--- src/rtl/sdrc_lp_pkg.sv ---
package sdrc_lp_pkg;

  // pin order: cs_n, ras_n, cas_n, we_n, cke
  typedef struct packed {
    logic cs_n;
    logic ras_n;
    logic cas_n;
    logic we_n;
    logic cke;
  } sd_cmd_t;

  localparam sd_cmd_t CMD_NOP     = 5'b11111;
  localparam sd_cmd_t CMD_NOP_LOW = 5'b11110;
  localparam sd_cmd_t CMD_PALL    = 5'b00101;
  localparam sd_cmd_t CMD_AREF    = 5'b00011;
  localparam sd_cmd_t CMD_SREF    = 5'b00010;
  localparam sd_cmd_t CMD_DPD     = 5'b01100;

  typedef enum logic [2:0] {
    ST_IDLE, ST_ACC, ST_PRE, ST_PWAIT, ST_ISSUE, ST_SREF, ST_SXIT, ST_DPD
  } lp_state_t;

  typedef enum logic [1:0] {
    TG_AREF, TG_SREF, TG_DPD
  } lp_tgt_t;

endpackage

--- src/rtl/sdrc_ref_timer.sv ---
module sdrc_ref_timer #(
  parameter int CNT_W = 12,
  parameter int PSC_W = 8
) (
  input  logic             clk,
  input  logic             rst_n,
  input  logic             run,
  input  logic             ack,
  input  logic [PSC_W-1:0] psc_lim,
  input  logic [CNT_W-1:0] cmp_val,
  output logic             pend
);

  logic [PSC_W-1:0] psc_q, psc_d;
  logic [CNT_W-1:0] cnt_q, cnt_d;
  logic             pend_q, pend_d;
  logic             tick, hit;

  always_comb begin
    tick   = run && (psc_q == psc_lim);
    hit    = tick && (cnt_q == cmp_val);
    psc_d  = psc_q;
    cnt_d  = cnt_q;
    pend_d = pend_q;
    if (!run) begin
      psc_d  = '0;
      cnt_d  = '0;
      pend_d = 1'b0;
    end else begin
      psc_d = tick ? '0 : psc_q + 1'b1;
      if (hit)       cnt_d = '0;
      else if (tick) cnt_d = cnt_q + 1'b1;
      if (hit)       pend_d = 1'b1;
      else if (ack)  pend_d = 1'b0;
    end
  end

  always_ff @(posedge clk or negedge rst_n) begin
    if (!rst_n) begin
      psc_q  <= '0;
      cnt_q  <= '0;
      pend_q <= 1'b0;
    end else begin
      psc_q  <= psc_d;
      cnt_q  <= cnt_d;
      pend_q <= pend_d;
    end
  end

  assign pend = pend_q;


  wrap_pend_chk: assert property (@(posedge clk) disable iff (!rst_n)
    (run && (psc_q == psc_lim) && (cnt_q == cmp_val)) |=> (pend_q && cnt_q == '0));

endmodule

--- src/rtl/sdrc_lp_fsm.sv ---
module sdrc_lp_fsm
  import sdrc_lp_pkg::*;
#(
  parameter int TW = 4
) (
  input  logic          clk,
  input  logic          rst_n,
  input  logic          en,
  input  logic          mode,
  input  logic          deep,
  input  logic          lp_req,
  input  logic          pend,
  input  logic          acc_req,
  input  logic          acc_done,
  input  logic          reinit,
  input  logic [TW-1:0] t_pre,
  input  logic [TW-1:0] t_exit,
  output sd_cmd_t       cmd,
  output logic          gnt,
  output logic          ref_ack,
  output logic          lp_ack,
  output logic          in_lp
);

  localparam logic [TW-1:0] ONE = TW'(1);

  lp_state_t     st_q, st_d;
  lp_tgt_t       tg_q, tg_d;
  logic [TW-1:0] cnt_q, cnt_d;

  // next state
  always_comb begin
    st_d    = st_q;
    tg_d    = tg_q;
    cnt_d   = cnt_q;
    ref_ack = 1'b0;
    lp_ack  = 1'b0;
    unique case (st_q)
      ST_IDLE: begin
        if (lp_req && en) begin
          tg_d = deep ? TG_DPD : TG_SREF;
          st_d = ST_PRE;
        end else if (pend && en && !mode) begin
          tg_d = TG_AREF;
          st_d = ST_PRE;
        end else if (acc_req) begin
          st_d = ST_ACC;
        end
      end
      ST_ACC: if (acc_done) st_d = ST_IDLE;
      ST_PRE: begin
        cnt_d = t_pre;
        st_d  = (t_pre == '0) ? ST_ISSUE : ST_PWAIT;
      end
      ST_PWAIT: begin
        cnt_d = cnt_q - ONE;
        if (cnt_q == ONE) st_d = ST_ISSUE;
      end
      ST_ISSUE: begin
        unique case (tg_q)
          TG_SREF: begin st_d = ST_SREF; lp_ack = 1'b1; end
          TG_DPD:  begin st_d = ST_DPD;  lp_ack = 1'b1; end
          default: begin st_d = ST_IDLE; ref_ack = 1'b1; end
        endcase
      end
      ST_SREF: begin
        if (!mode || !en) begin
          st_d  = ST_SXIT;
          cnt_d = (t_exit == '0) ? ONE : t_exit;
        end
      end
      ST_SXIT: begin
        cnt_d = cnt_q - ONE;
        if (cnt_q == ONE) st_d = ST_IDLE;
      end
      ST_DPD: if (reinit) st_d = ST_IDLE;
      default: st_d = ST_IDLE;
    endcase
  end

  // command decode from current state
  always_comb begin
    unique case (st_q)
      ST_PRE:   cmd = CMD_PALL;
      ST_ISSUE: cmd = (tg_q == TG_SREF) ? CMD_SREF :
                      (tg_q == TG_DPD)  ? CMD_DPD  : CMD_AREF;
      ST_SREF, ST_DPD: cmd = CMD_NOP_LOW;
      default:  cmd = CMD_NOP;
    endcase
  end

  always_ff @(posedge clk or negedge rst_n) begin
    if (!rst_n) begin
      st_q  <= ST_IDLE;
      tg_q  <= TG_AREF;
      cnt_q <= '0;
    end else begin
      st_q  <= st_d;
      tg_q  <= tg_d;
      cnt_q <= cnt_d;
    end
  end

  assign gnt   = (st_q == ST_ACC);
  assign in_lp = (st_q == ST_SREF) || (st_q == ST_DPD);


  off_no_seq_chk: assert property (@(posedge clk) disable iff (!rst_n)
    (st_q == ST_IDLE && !en) |=> (st_q != ST_PRE));


  sref_hold_chk: assert property (@(posedge clk) disable iff (!rst_n)
    (st_q == ST_SREF && en && mode) |=> (st_q == ST_SREF));


  dpd_hold_chk: assert property (@(posedge clk) disable iff (!rst_n)
    (st_q == ST_DPD && !reinit) |=> (st_q == ST_DPD));

endmodule

--- src/rtl/sdrc_cmd_launch.sv ---
module sdrc_cmd_launch
  import sdrc_lp_pkg::*;
#(
  parameter int DW = 16
) (
  input  logic          clk,
  input  logic          rst_n,
  input  logic          slow,
  input  sd_cmd_t       cmd_in,
  input  logic [DW-1:0] rd_din,
  output sd_cmd_t       cmd_pos,
  output sd_cmd_t       cmd_out,
  output logic [DW-1:0] rd_dout
);

  sd_cmd_t       pos_q, neg_q;
  logic [DW-1:0] rdp_q, rdn_q;

  always_ff @(posedge clk or negedge rst_n) begin
    if (!rst_n) pos_q <= CMD_NOP;
    else        pos_q <= cmd_in;
  end

  // half-cycle delayed copy for low-frequency launch
  always_ff @(negedge clk or negedge rst_n) begin
    if (!rst_n) neg_q <= CMD_NOP;
    else        neg_q <= pos_q;
  end

  always_ff @(posedge clk or negedge rst_n) begin
    if (!rst_n)     rdp_q <= '0;
    else if (!slow) rdp_q <= rd_din;
  end

  always_ff @(negedge clk or negedge rst_n) begin
    if (!rst_n)    rdn_q <= '0;
    else if (slow) rdn_q <= rd_din;
  end

  assign cmd_pos = pos_q;
  assign cmd_out = slow ? neg_q : pos_q;
  assign rd_dout = slow ? rdn_q : rdp_q;


  cke_rise_nop_chk: assert property (@(posedge clk) disable iff (!rst_n)
    $rose(pos_q.cke) |-> pos_q.cs_n);

endmodule

--- src/rtl/sdram_lp_ctrl.sv ---
module sdram_lp_ctrl
  import sdrc_lp_pkg::*;
#(
  parameter int CNT_W = 12,
  parameter int PSC_W = 8,
  parameter int TW    = 4,
  parameter int DW    = 16
) (
  input  logic             clk,
  input  logic             rst_n,
  input  logic             cfg_we,
  input  logic [3:0]       cfg_wdata,
  input  logic [PSC_W-1:0] ref_psc,
  input  logic [CNT_W-1:0] ref_cmp,
  input  logic [TW-1:0]    t_prech,
  input  logic [TW-1:0]    t_exit,
  input  logic             acc_req,
  input  logic             acc_done,
  output logic             acc_gnt,
  input  logic             reinit_req,
  input  logic [DW-1:0]    rd_din,
  output logic [DW-1:0]    rd_dout,
  output logic             sd_cs_n,
  output logic             sd_ras_n,
  output logic             sd_cas_n,
  output logic             sd_we_n,
  output logic             sd_cke
);

  localparam int CFG_W = 4;

  // reset: asserted asynchronously, released on a clock edge
  logic [1:0] rst_sync_q;
  logic       rst_ni;

  always_ff @(posedge clk or negedge rst_n) begin
    if (!rst_n) rst_sync_q <= 2'b00;
    else        rst_sync_q <= {rst_sync_q[0], 1'b1};
  end
  assign rst_ni = rst_sync_q[1];

  // control word and one-shot low-power request
  logic [CFG_W-1:0] cfg_q, cfg_d;
  logic             lpr_q, lpr_d;
  logic             c_en, c_mode, c_deep, c_slow;
  logic             pend, ref_ack, lp_ack, in_lp, run;
  sd_cmd_t          fsm_cmd, cmd_pos, cmd_out;

  assign c_en   = cfg_q[0];
  assign c_mode = cfg_q[1];
  assign c_deep = cfg_q[2];
  assign c_slow = cfg_q[3];

  always_comb begin
    cfg_d = cfg_we ? cfg_wdata : cfg_q;
    lpr_d = lpr_q;
    if (cfg_we)      lpr_d = cfg_wdata[0] && cfg_wdata[1];
    else if (lp_ack) lpr_d = 1'b0;
  end

  always_ff @(posedge clk or negedge rst_ni) begin
    if (!rst_ni) begin
      cfg_q <= '0;
      lpr_q <= 1'b0;
    end else begin
      cfg_q <= cfg_d;
      lpr_q <= lpr_d;
    end
  end

  assign run = c_en && !c_mode && !in_lp;

  sdrc_ref_timer #(.CNT_W(CNT_W), .PSC_W(PSC_W)) u_timer (
    .clk     (clk),
    .rst_n   (rst_ni),
    .run     (run),
    .ack     (ref_ack),
    .psc_lim (ref_psc),
    .cmp_val (ref_cmp),
    .pend    (pend)
  );

  sdrc_lp_fsm #(.TW(TW)) u_fsm (
    .clk      (clk),
    .rst_n    (rst_ni),
    .en       (c_en),
    .mode     (c_mode),
    .deep     (c_deep),
    .lp_req   (lpr_q),
    .pend     (pend),
    .acc_req  (acc_req),
    .acc_done (acc_done),
    .reinit   (reinit_req),
    .t_pre    (t_prech),
    .t_exit   (t_exit),
    .cmd      (fsm_cmd),
    .gnt      (acc_gnt),
    .ref_ack  (ref_ack),
    .lp_ack   (lp_ack),
    .in_lp    (in_lp)
  );

  sdrc_cmd_launch #(.DW(DW)) u_launch (
    .clk     (clk),
    .rst_n   (rst_ni),
    .slow    (c_slow),
    .cmd_in  (fsm_cmd),
    .rd_din  (rd_din),
    .cmd_pos (cmd_pos),
    .cmd_out (cmd_out),
    .rd_dout (rd_dout)
  );

  assign sd_cs_n  = cmd_out.cs_n;
  assign sd_ras_n = cmd_out.ras_n;
  assign sd_cas_n = cmd_out.cas_n;
  assign sd_we_n  = cmd_out.we_n;
  assign sd_cke   = cmd_out.cke;


  gnt_quiet_chk: assert property (@(posedge clk) disable iff (!rst_ni)
    acc_gnt |-> cmd_pos.cs_n);

endmodule

--- config.mk ---
export PLATFORM = sky130hd
export DESIGN_NAME = sdram_lp_ctrl
export DESIGN_NICKNAME = d
export VERILOG_FILES = /design/src/rtl/sdrc_lp_pkg.sv /design/src/rtl/sdrc_ref_timer.sv /design/src/rtl/sdrc_lp_fsm.sv /design/src/rtl/sdrc_cmd_launch.sv /design/src/rtl/sdram_lp_ctrl.sv
export SDC_FILE = /design/constraint.sdc
export NUM_CORES = 1
export LEC_CHECK = 0
export BUFFER_PORTS_ARGS = -buffer_cell sky130_fd_sc_hd__buf_2
export CORE_ASPECT_RATIO = 1.1
export CORE_MARGIN = 8
export CORE_UTILIZATION = 52
export CTS_BUF_LIST = sky130_fd_sc_hd__clkbuf_4
export DETAILED_ROUTE_END_ITERATION = 6
export GPL_TIMING_DRIVEN = 0
export PLACE_DENSITY = 0.78
export SLEW_MARGIN = 20
export SYNTH_ARGS = -nofsm -noshare
export SYNTH_HDL_FRONTEND = slang
export SYNTH_SLANG_ARGS = --single-unit
--- constraint.sdc ---
create_clock -name clk -period 2.1 [get_ports clk]
set_input_delay 0.42 -clock clk [delete_from_list [all_inputs] [get_ports clk]]
set_output_delay 0.42 -clock clk [all_outputs]
set_load 0.005 [all_outputs]
==> summary.md, run 1 <==
| Metric | Value |
|---|---|
| Placer congestion estimate | 0.834 |
| Post-DP HPWL | 6340 um |
| Pwr Density | 887 nW/um^2 |
| DR vias | about 3200 |
| Placed Cells | 550 |
| Commonest non-fill, non-tap cell in the layout | buf_2 |
| Area contributors post-synth | dfrtp_1 32%, mux2_2 16%, dfrtn_1 9.8%, dfstp_2 6.4%, xor2_1 3.8% |
| Unrepaired setup endpoints after global routing | yes |
| Final setup vio count | 37 |
| Clock-pin transition on the worst setup and hold timing paths | roughly 150 ps |
| Post-Layout Cell Count | slightly below 600 |
| Hold_sp | cfg_wdata[2] |
| First-pass GRT wire length | 15700 um |
| Top Ports | 76 |
| Worst r2r src | cfg_q[3] |
| Root Driver | clkbuf_4 |
| Initial DRC count | 147 |
| Core area | between 7000 and 8000 sq um |
| Initial Utilization | ~53% |
| Syn_area_per_cell | 11.1 sq um |
| Die Y | 109 um |
| Fraction of layout cells with a size suffix above 1 | a little over two fifths |
| Max-slew headroom | 52.6% |
| CP arrival | 2260 ps |
| Worst slew pin tran | 712 ps |
| CTS tree | yes |
| Seq/Total Area, Yosys | 48.5% |
| Post-synth ARST share | 100% |
| Yosys cell types | 58 |
| DRC Markers | 0 |
| CTS H-Tree Depth | 3 |
| Final slew viol count | 0 |
| Count of final hold-check violations | 0 |
| Worst-Skew Late Latency | 430 ps |
| Crit Path Max Fanout | 2 |
| Setup Skew | 59.6 ps |
| Run status | finished, violations left |
| Overflow after GRT | 0 |
| Die W | 101 um |
| Max Cap Violations | 0 |
| DR pass1 iterations | 4 |
| Yosys top cell area share | 32.4% |
| Setup CP Type | flip-flop to primary output |
| Area Growth Syn to Fin | 28.1% |
| Most frequent cells in the layout | 65 x buf_2, 52 x dfrtp_1, 33 x mux2_2, 24 x mux2_4, 24 x nand2_1 |
| Critical path launch point type | flip-flop |
| Yosys reg bits | roughly 80 |
| PortBufs | 74 |
| Static Leakage | 2.37 nW |
| PnR worst setup slack | -580 ps |
| Die area | 11000 sq um |
| Total CTS buffers | 9 |
| Vias/cell | ~5.3 |
| Largest net degree at the start of global routing | 41 |
| EDFF count, synth | 0 |
| Peak VDD IR | 0.575 mV |
| Nets | between 500 and 600 |
| Max clock buf depth | 2 |
| Antenna diode count | 0 |
| Routed len/inst | about 17 um |
| Failing checks | negative setup slack |
| Post-Syn Instances | 368 |
| Critical Path RT | 1680 ps |
| Power, Total | 4.65 mW |
| Vias in the first global route | 3171 |
| Synthesis Warnings | 0 |
| Cell area after synthesis | approximately 4100 sq um |
| Crit path launch | u_launch.rdn_q[13] |
| Total wire length | 10100 um |
| Cell taking the most area after synthesis | dfrtp_1 |
| # rows | 34 |
| Initial antenna violation count | 0 |
| Crit. End Element | primary output |
| Synth Flop Type | dfrtp_1 |
| Clock sink count | 79 |
| Routed Antenna Nets | 0 |
| Hold crit path type | input pin to flip-flop |
| Total track usage | a little under a fifth |
| Post-Syn Nets | 428 |
-- state kept, by name, summed over array words and instances (netlist names), 2 cells and up --
register and count:
u_launch.neg_q 5, u_timer.psc_q 8, u_launch.rdn_q 16, u_fsm.st_q 3
u_launch.cmd_pos 5, rst_sync_q 2, u_launch.rdp_q 16, u_fsm.tg_q 2
cfg_q 4, u_timer.cnt_q 12, u_fsm.cnt_q 4
-- layout make-up --
type                    instances  area (sq um)
fillers                       585          2540
clock inverters                12           104
multi-input cells             260          2040
flip-flops and latches         79          1990
inverters                       7          26.3
repair buffers                 97           718
well taps                     108           135
plain buffers                  19           161
clock buffers                   9          67.6
-- stage by stage --
stage,area (sq um),setup TNS [ps],worst slack [ps],hold WS [ps],utilization (%)
finish,5250,-14310,-580,214,67.4
detailed placement,4630,-3880,-139,207,59.5
global placement,4630,-3360,-134,204,59.5
floorplan,4130,-663,-60.5,124,-
CTS,5160,-14840,-593,192,66.3
global route,5250,-15720,-644,193,67.4
-- synth_stat cells (all sizes together) (2+ instances only) --
library cell	number
a211oi	3
a21o	3
a21oi	10
a31oi	10
and3	3
buf	17
clkbuf	4
dfrtn	16
dfrtp	53
dfstp	10
ha	6
inv	8
mux2	57
nand2	25
nand2b	3
nand3	25
nand3b	2
nand4	5
nor2	23
nor2b	2
nor3	8
nor3b	2
nor4	5
o211ai	2
o21a	2
o21ai	14
o31ai	3
or2	2
xnor2	10
xor2	18
-- path summary, 6_finish.rpt --
| path | to | slack [ps] | cells after the start |
|---|---|---|---|
| setup reg to reg | u_launch.rdn_q[9] | -270 | 4 |
| hold / removal | cfg_q[2] | 210 | 3 |
| hold reg to reg | rst_sync_q[1] | 350 | 0 |
| min in group asynchronous | rst_sync_q[1] | 280 | 2 |
| setup / recovery | rd_dout[13] | -580 | 2 |
| max in group asynchronous | u_launch.neg_q[2] | 320 | 0 |
-- what timing repair did --
item,4_1_cts,5_1_grt
buffers inserted,13,8
resized for setup,42,11
hold buffers,1,0
cloned,1,0
endpoints found under the hold margin,2,0
setup endpoints to repair,58,38
-- layer usage --
layer	track usage, %	wire length [um]
met1	22.0	4330
met2	31.4	5150
met3	3.70	449
met4	5.95	148
met5	0	0
-- report_power, final --
| group | switching, mW | total [mW] | internal, mW | leakage (nW) |
|---|---|---|---|---|
| clock network | 0.623 | 1.03 | 0.403 | 0.110 |
| logic | 0.748 | 1.60 | 0.851 | 1.30 |
| registers | 0.206 | 2.03 | 1.82 | 0.965 |
| total | 1.58 | 4.65 | 3.08 | 2.37 |
-- worst max-delay path, cell delays in order, from the launching register on --
cell and delay (ps):
dfrtn_1 390, mux2_2 310, buf_6 130
-- cell families (layout without fill, tap and decap cells) --
logic type	Yosys count	count (layout)	share of synthesized area, %
other cells	1	1	0.0915
xor+xnor	28	28	5.98
simple gates	111	111	14.4
buf+inv	29	144	3.82
fa+ha+maj	6	6	1.83
compound gates	57	57	9.65
flops	79	79	48.5
mux	57	57	15.7
(Power assumes the default switching activity.)
==> inputs of run 2 (changes only) <==
- GPL_TIMING_DRIVEN: 0 -> unset
==> summary.md, run 2 (same netlist as run 1, synthesis figures left out) <==
| Metric | Value |
|---|---|
| CP max-delay cell | dfstp_2 (was dfrtn_1) |
| Critical path launch point type | flip-flop (unchanged) |
| DR pass1 iterations | 4 (unchanged) |
| Crit path launch | u_launch.neg_q[4] (was u_launch.rdn_q[13]) |
| Die area | 11000 sq um (unchanged) |
| CP arrival | 2270 ps (was 2260 ps) |
| Biggest regs | u_launch.rdn_q x16, u_launch.rdp_q x16, u_timer.cnt_q x12 (unchanged) |
| Failing checks | negative setup slack (unchanged) |
| Crit. End Element | primary output (unchanged) |
| Unrepaired setup endpoints after global routing | yes (unchanged) |
| Max Cap Violations | 0 (unchanged) |
| Initial DRC count | 136 (was 147) |
| CP max stage delay | 530 ps (was 390 ps) |
| Final setup vio count | 37 (unchanged) |
| PortBufs | 75 (was 74) |
| Critical Path RT | 1680 ps (about the same) |
| Hold WS | 223 ps (was 214 ps) |
| Dpl ws | -104 ps (was -139 ps) |
| Worst-Skew Late Latency | 460 ps (was 430 ps) |
| Most frequent cells in the layout | 54 x buf_2, 51 x dfrtp_1, 37 x mux2_4, 33 x buf_4, 25 x buf_6 (was 65 x buf_2, 52 x dfrtp_1, 33 x mux2_2, 24 x mux2_4, 24 x nand2_1) |
| Die Y | 109 um (unchanged) |
| Setup CP Type | flip-flop to primary output (unchanged) |
| Placed Cells | 553 (was 550) |
| Worst r2r src | cfg_q[3] (unchanged) |
| Vias/cell | 5.46 (was 5.34) |
| Commonest non-fill, non-tap cell in the layout | buf_2 (unchanged) |
| Total track usage | 19.1% (was 18.1%) |
| Post-DP HPWL | 6580 um (was 6340 um) |
| Initial antenna violation count | 0 (unchanged) |
| Worst-path cell chain | mux2_4, buf_6 (was mux2_2, buf_6) |
| Largest net degree at the start of global routing | 24 (was 41) |
| Placer congestion estimate | 0.817 (was 0.834) |
| Power, Total | 4.77 mW (was 4.65 mW) |
| Overflow after GRT | 0 (unchanged) |
| Antenna diode count | 0 (unchanged) |
| Design Area, Final | 5290 sq um (was 5250 sq um) |
| Area Growth Syn to Fin | 29.1% (was 28.1%) |
| PnR worst setup slack | -593 ps (was -580 ps) |
| Count of final hold-check violations | 0 (unchanged) |
| DR vias | 3222 (was 3154) |
| Initial Utilization | 52.7% (unchanged) |
| First-pass GRT wire length | 16400 um (was 15700 um) |
| Pwr Density | 902 nW/um^2 (was 887 nW/um^2) |
| CTS tree | yes (unchanged) |
| Crit Path Max Fanout | 1 (was 2) |
| Peak VDD IR | 0.445 mV (was 0.575 mV) |
| Routed Antenna Nets | 0 (unchanged) |
| Fraction of layout cells with a size suffix above 1 | 44.0% (was 43.3%) |
| Total CTS buffers | 9 (unchanged) |
| Clock-pin transition on the worst setup and hold timing paths | 160 ps (was 150 ps) |
| Top Ports | 76 (unchanged) |
| # rows | 34 (unchanged) |
| Setup Skew | 74.5 ps (was 59.6 ps) |
| Post-Layout Cell Count | 590 (was 591) |
| Hold crit path type | flip-flop to asynchronous set/reset pin (was input pin to flip-flop) |
| Nets | 537 (was 538) |
| Vias in the first global route | 3365 (was 3171) |
| Clock sink count | 79 (unchanged) |
| Core Util, Final | 68.0% (was 67.4%) |
| Max clock buf depth | 2 (unchanged) |
| DRC Markers | 0 (unchanged) |
| Final setup TNS | -12180 ps (was -14310 ps) |
| Root Driver | clkbuf_4 (unchanged) |
| Die W | 101 um (unchanged) |
| Core area | 7780 sq um (unchanged) |
| Run status | finished, violations left (unchanged) |
| Final slew viol count | 0 (unchanged) |
| Static Leakage | 2.43 nW (was 2.37 nW) |
| Cell Area, Placed | 4670 sq um (was 4630 sq um) |
| CTS H-Tree Depth | 3 (unchanged) |
| Routed len/inst | 17.3 um (was 17.1 um) |
| Total wire length | 10200 um (was 10100 um) |
[run 2: changes by cell type in the layout (fill, tap and decap cells not counted), sizes merged]
cell    previous run  this run
clkinv             1         4
bufinv             1         2
clkbuf            12         9
buf              112       113
bufbuf             0         1
inv               17        13
[run 2: layout make-up]
class                      count  area, sq um
fill                         575         2490
multi-input combinational    260         2090
sequential                    79         1990
tap                          108          135
inverter                       7         26.3
timing repair buffer         115          857
clock buffer                   9         67.6
clock inverter                12          118
[run 2: repair_timing]
item,4_1_cts,5_1_grt
hold endpoints to repair,2,0
endpoints found under the setup margin,37,37
cloned,2,0
setup buffers,8,11
resized for setup,51,17
hold buffers,1,0
[run 2: layer usage]
| layer | wire length, um | up-vias | GRT usage [%] |
|---|---|---|---|
| li1 | - | 1533 | - |
| met1 | 4090 | 1584 | 21.6 |
| met2 | 5490 | 94 | 34.9 |
| met3 | 471 | 11 | 3.64 |
| met4 | 161 | 0 | 7.14 |
| met5 | 0 | - | 0 |
[run 2: where the power goes]
part / total [mW] / leakage, nW / internal, mW / switching (mW)
clock network: 1.08 / 0.115 / 0.502 / 0.581
registers: 2.09 / 0.964 / 1.82 / 0.270
logic: 1.59 / 1.36 / 0.896 / 0.697
[run 2: path summary, 6_finish.rpt]
check | slack, ps | endpoint | cells after the start
min in group clk | 250 | cfg_q[2] | 3
max in group asynchronous | 370 | u_launch.rdn_q[13] | 1
min reg2reg | 220 | u_launch.rdp_q[11] | 0
max reg2reg | -110 | u_launch.rdn_q[8] | 2
max | -590 | sd_cs_n | 2
min | 220 | u_launch.rdp_q[11] | 0
[run 2: worst max-delay path, delay by kind of cell, from the launching register on]
kind                   cells  cell delay (ps)
flip-flops                 1              530
buffers and inverters      1               90
multiplexers               1              150
==> inputs of run 3 (changes only) <==
- ABC_AREA: unset -> 1
==> summary.md, run 3 <==
| Metric | Value |
|---|---|
| Yosys reg bits | 79 (unchanged) |
| DR WL met2 | 4640 um (was 5490 um) |
| Vias/cell | 5.00 (was 5.46) |
| Post-Route M1 WL | 4190 um (was 4090 um) |
| Hold crit path type | input pin to flip-flop (was flip-flop to asynchronous set/reset pin) |
| EDFF count, synth | 0 (unchanged) |
| Post-synth ARST share | 100% (unchanged) |
| Uppermost layer routed | met4 (unchanged) |
| Total CTS buffers | 9 (unchanged) |
| CTS H-Tree Depth | 3 (unchanged) |
| DR vias | 3853 (was 3222) |
| Die area | 11300 sq um (was 11000 sq um) |
| Fraction of layout cells with a size suffix above 1 | 20.8% (was 44.0%) |
| Critical path launch point type | flip-flop (unchanged) |
| Dpl ws | -123 ps (was -104 ps) |
| Crit. End Element | primary output (unchanged) |
| Run status | finished, violations left (unchanged) |
| Top Ports | 76 (unchanged) |
| Post-Syn Nets | 638 (was 428) |
| Most frequent cells in the layout | 213 x nand2_1, 75 x buf_2, 66 x inv_1, 52 x dfrtp_1, 39 x nand3_1 (was 54 x buf_2, 51 x dfrtp_1, 37 x mux2_4, 33 x buf_4, 25 x buf_6) |
| Placer congestion estimate | 0.847 (was 0.817) |
| Initial Utilization | 53.8% (was 52.7%) |
| Setup Skew | 41.7 ps (was 74.5 ps) |
| Worst-Skew Late Latency | 450 ps (was 460 ps) |
| Area contributors post-synth | dfrtp_1 31%, nand2_1 19%, dfrtn_1 9.4%, dfstp_2 6.2%, inv_1 6.2% (was dfrtp_1 32%, mux2_2 16%, dfrtn_1 9.8%, dfstp_2 6.4%, xor2_1 3.8%) |
| Vias in the first global route | 3677 (was 3365) |
| Initial DRC count | 105 (was 136) |
| Critical Path RT | 1680 ps (about the same) |
| Post-Syn Instances | 578 (was 368) |
| Post-Layout Cell Count | 770 (was 590) |
| Root Driver | clkbuf_4 (unchanged) |
| Die Y | 111 um (was 109 um) |
| Design Area, Final | 4950 sq um (was 5290 sq um) |
| Placed Cells | 748 (was 553) |
| Max-slew headroom | 66.8% |
| Cell taking the most area after synthesis | dfrtp_1 (unchanged) |
| Syn_area_per_cell | 7.37 sq um (was 11.1 sq um) |
| Area Growth Syn to Fin | 16.2% (was 29.1%) |
| Pwr Density | 862 nW/um^2 (was 902 nW/um^2) |
| Synth Flop Type | dfrtp_1 (unchanged) |
| Antenna diode count | 0 (unchanged) |
| Most numerous cell in the Yosys netlist | nand2_1 (was mux2_2) |
| Initial antenna violation count | 0 (unchanged) |
| Final slew viol count | 0 (unchanged) |
| First-pass GRT wire length | 15900 um (was 16400 um) |
| R2R cell count | 2 (unchanged) |
| Cell Area, Placed | 4760 sq um (was 4670 sq um) |
| Clock-pin transition on the worst setup and hold timing paths | 140 ps (was 160 ps) |
| Die W | 102 um (was 101 um) |
| Routed Antenna Nets | 0 (unchanged) |
| Core Util, Final | 62.5% (was 68.0%) |
| Worst slew pin tran | 497 ps |
| Commonest non-fill, non-tap cell in the layout | nand2_1 (was buf_2) |
| Total wire length | 9450 um (was 10200 um) |
| DR pass1 iterations | 5 (was 4) |
| Max clock buf depth | 2 (unchanged) |
| DRC Markers | 0 (unchanged) |
| Largest net degree at the start of global routing | 52 (was 24) |
| Failing checks | negative setup slack (unchanged) |
| Met3 Wirelength | 519 um (was 471 um) |
| Power, Total | 4.26 mW (was 4.77 mW) |
| Core area | 7910 sq um (was 7780 sq um) |
| Biggest regs | u_launch.rdn_q x16, u_launch.rdp_q x16, u_timer.cnt_q x12 (unchanged) |
| Yosys cell types | 34 (was 58) |
| Post-DP HPWL | 7070 um (was 6580 um) |
| Yosys top cell area share | 31.1% (was 32.4%) |
| # rows | 34 (unchanged) |
| Synthesis Warnings | 0 (unchanged) |
| Cell area after synthesis | 4260 sq um (was 4100 sq um) |
| Setup CP Type | flip-flop to primary output (unchanged) |
| Routed len/inst | 12.3 um (was 17.3 um) |
| Hold Path Stages | 3 |
| Overflow after GRT | 0 (unchanged) |
| CP arrival | 2210 ps (was 2270 ps) |
| Peak VDD IR | 0.574 mV (was 0.445 mV) |
| CTS tree | yes (unchanged) |
| Crit Path Max Fanout | 1 (unchanged) |
| PortBufs | 75 (unchanged) |
| Nets | 717 (was 537) |
| Clock sink count | 79 (unchanged) |
| Most frequent cells after synthesis | 213 x nand2_1, 70 x inv_1, 53 x dfrtp_1, 44 x o21ai_0, 39 x nand3_1 (was 57 x mux2_2, 53 x dfrtp_1, 24 x nand2_1, 23 x nand3_1, 21 x nor2_1) |
| Max Cap Violations | 0 (unchanged) |
| Unrepaired setup endpoints after global routing | yes (unchanged) |
| PnR worst setup slack | -532 ps (was -593 ps) |
| Total track usage | 17.1% (was 19.1%) |
| Seq/Total Area, Yosys | 46.7% (was 48.5%) |
| Static Leakage | 2.68 nW (was 2.43 nW) |
| Count of final hold-check violations | 0 (unchanged) |
| Final setup vio count | 21 (was 37) |
[run 3: cell families after synthesis]
group,share of synthesized area (%)
adders and majority gates,1.76
other,0.0881
DFF,46.7
xor gates and xnor gates,3.50
AOI/OAI and AO/OA,6.99
buffers and inverters,9.17
and+or+nand+nor,31.8
[run 3: worst paths after layout]
| check | from | endpoint | slack [ps] |
|---|---|---|---|
| worst max-delay path | u_launch.neg_q[3] | sd_ras_n | -530 |
| worst min-delay path | rd_din[6] | u_launch.rdp_q[6] | 200 |
| worst max register to register | cfg_q[3] | u_launch.rdn_q[1] | 80 |
| worst min register to register | rst_sync_q[1] | u_launch.rdp_q[3] | 240 |
| max in group asynchronous | rst_sync_q[1] | u_launch.rdn_q[9] | 460 |
| min in group asynchronous | rst_sync_q[1] | u_launch.rdp_q[3] | 240 |
[run 3: power breakdown]
group	internal, mW	switching [mW]
logic	0.496	0.799
clock network	0.396	0.571
registers	1.82	0.185
total	2.71	1.55
[run 3: metal layers]
| layer | track usage (%) | vias up |
|---|---|---|
| met5 | 0 | - |
| met4 | 5.29 | 0 |
| met3 | 3.77 | 11 |
| met2 | 28.5 | 106 |
| met1 | 21.2 | 1773 |
| li1 | - | 1963 |
[run 3: cell type report]
cell class	instances	area, sq um
flip-flops and latches	79	1990
clock buffers	10	75.1
well taps	108	135
fillers	731	2970
inverters	73	274
clock inverters	11	83.8
multi-input cells	402	1890
repair buffers	87	493
[run 3: what timing repair did]
item | in CTS | in global routing
cloned | 0 | 0
endpoints found under the setup margin | 21 | 21
hold endpoints to repair | 2 | 0
hold buffers | 1 | 0
gates resized for setup | 8 | 14
pin swaps | 8 | 3
buffers inserted | 0 | 1
[run 3: critical path: stages, from the launching register on]
cell	delay [ps]
dfstp_2	500
nand2_1	40
nand2_1	60
buf_2	120
[run 3: through the flow]
step,TNS [ps],hold WS [ps]
after floorplan,0,124
after global placement,-1100,204
after detailed placement,-1340,208
after CTS,-10420,171
after global routing,-11570,174
final,-9820,200
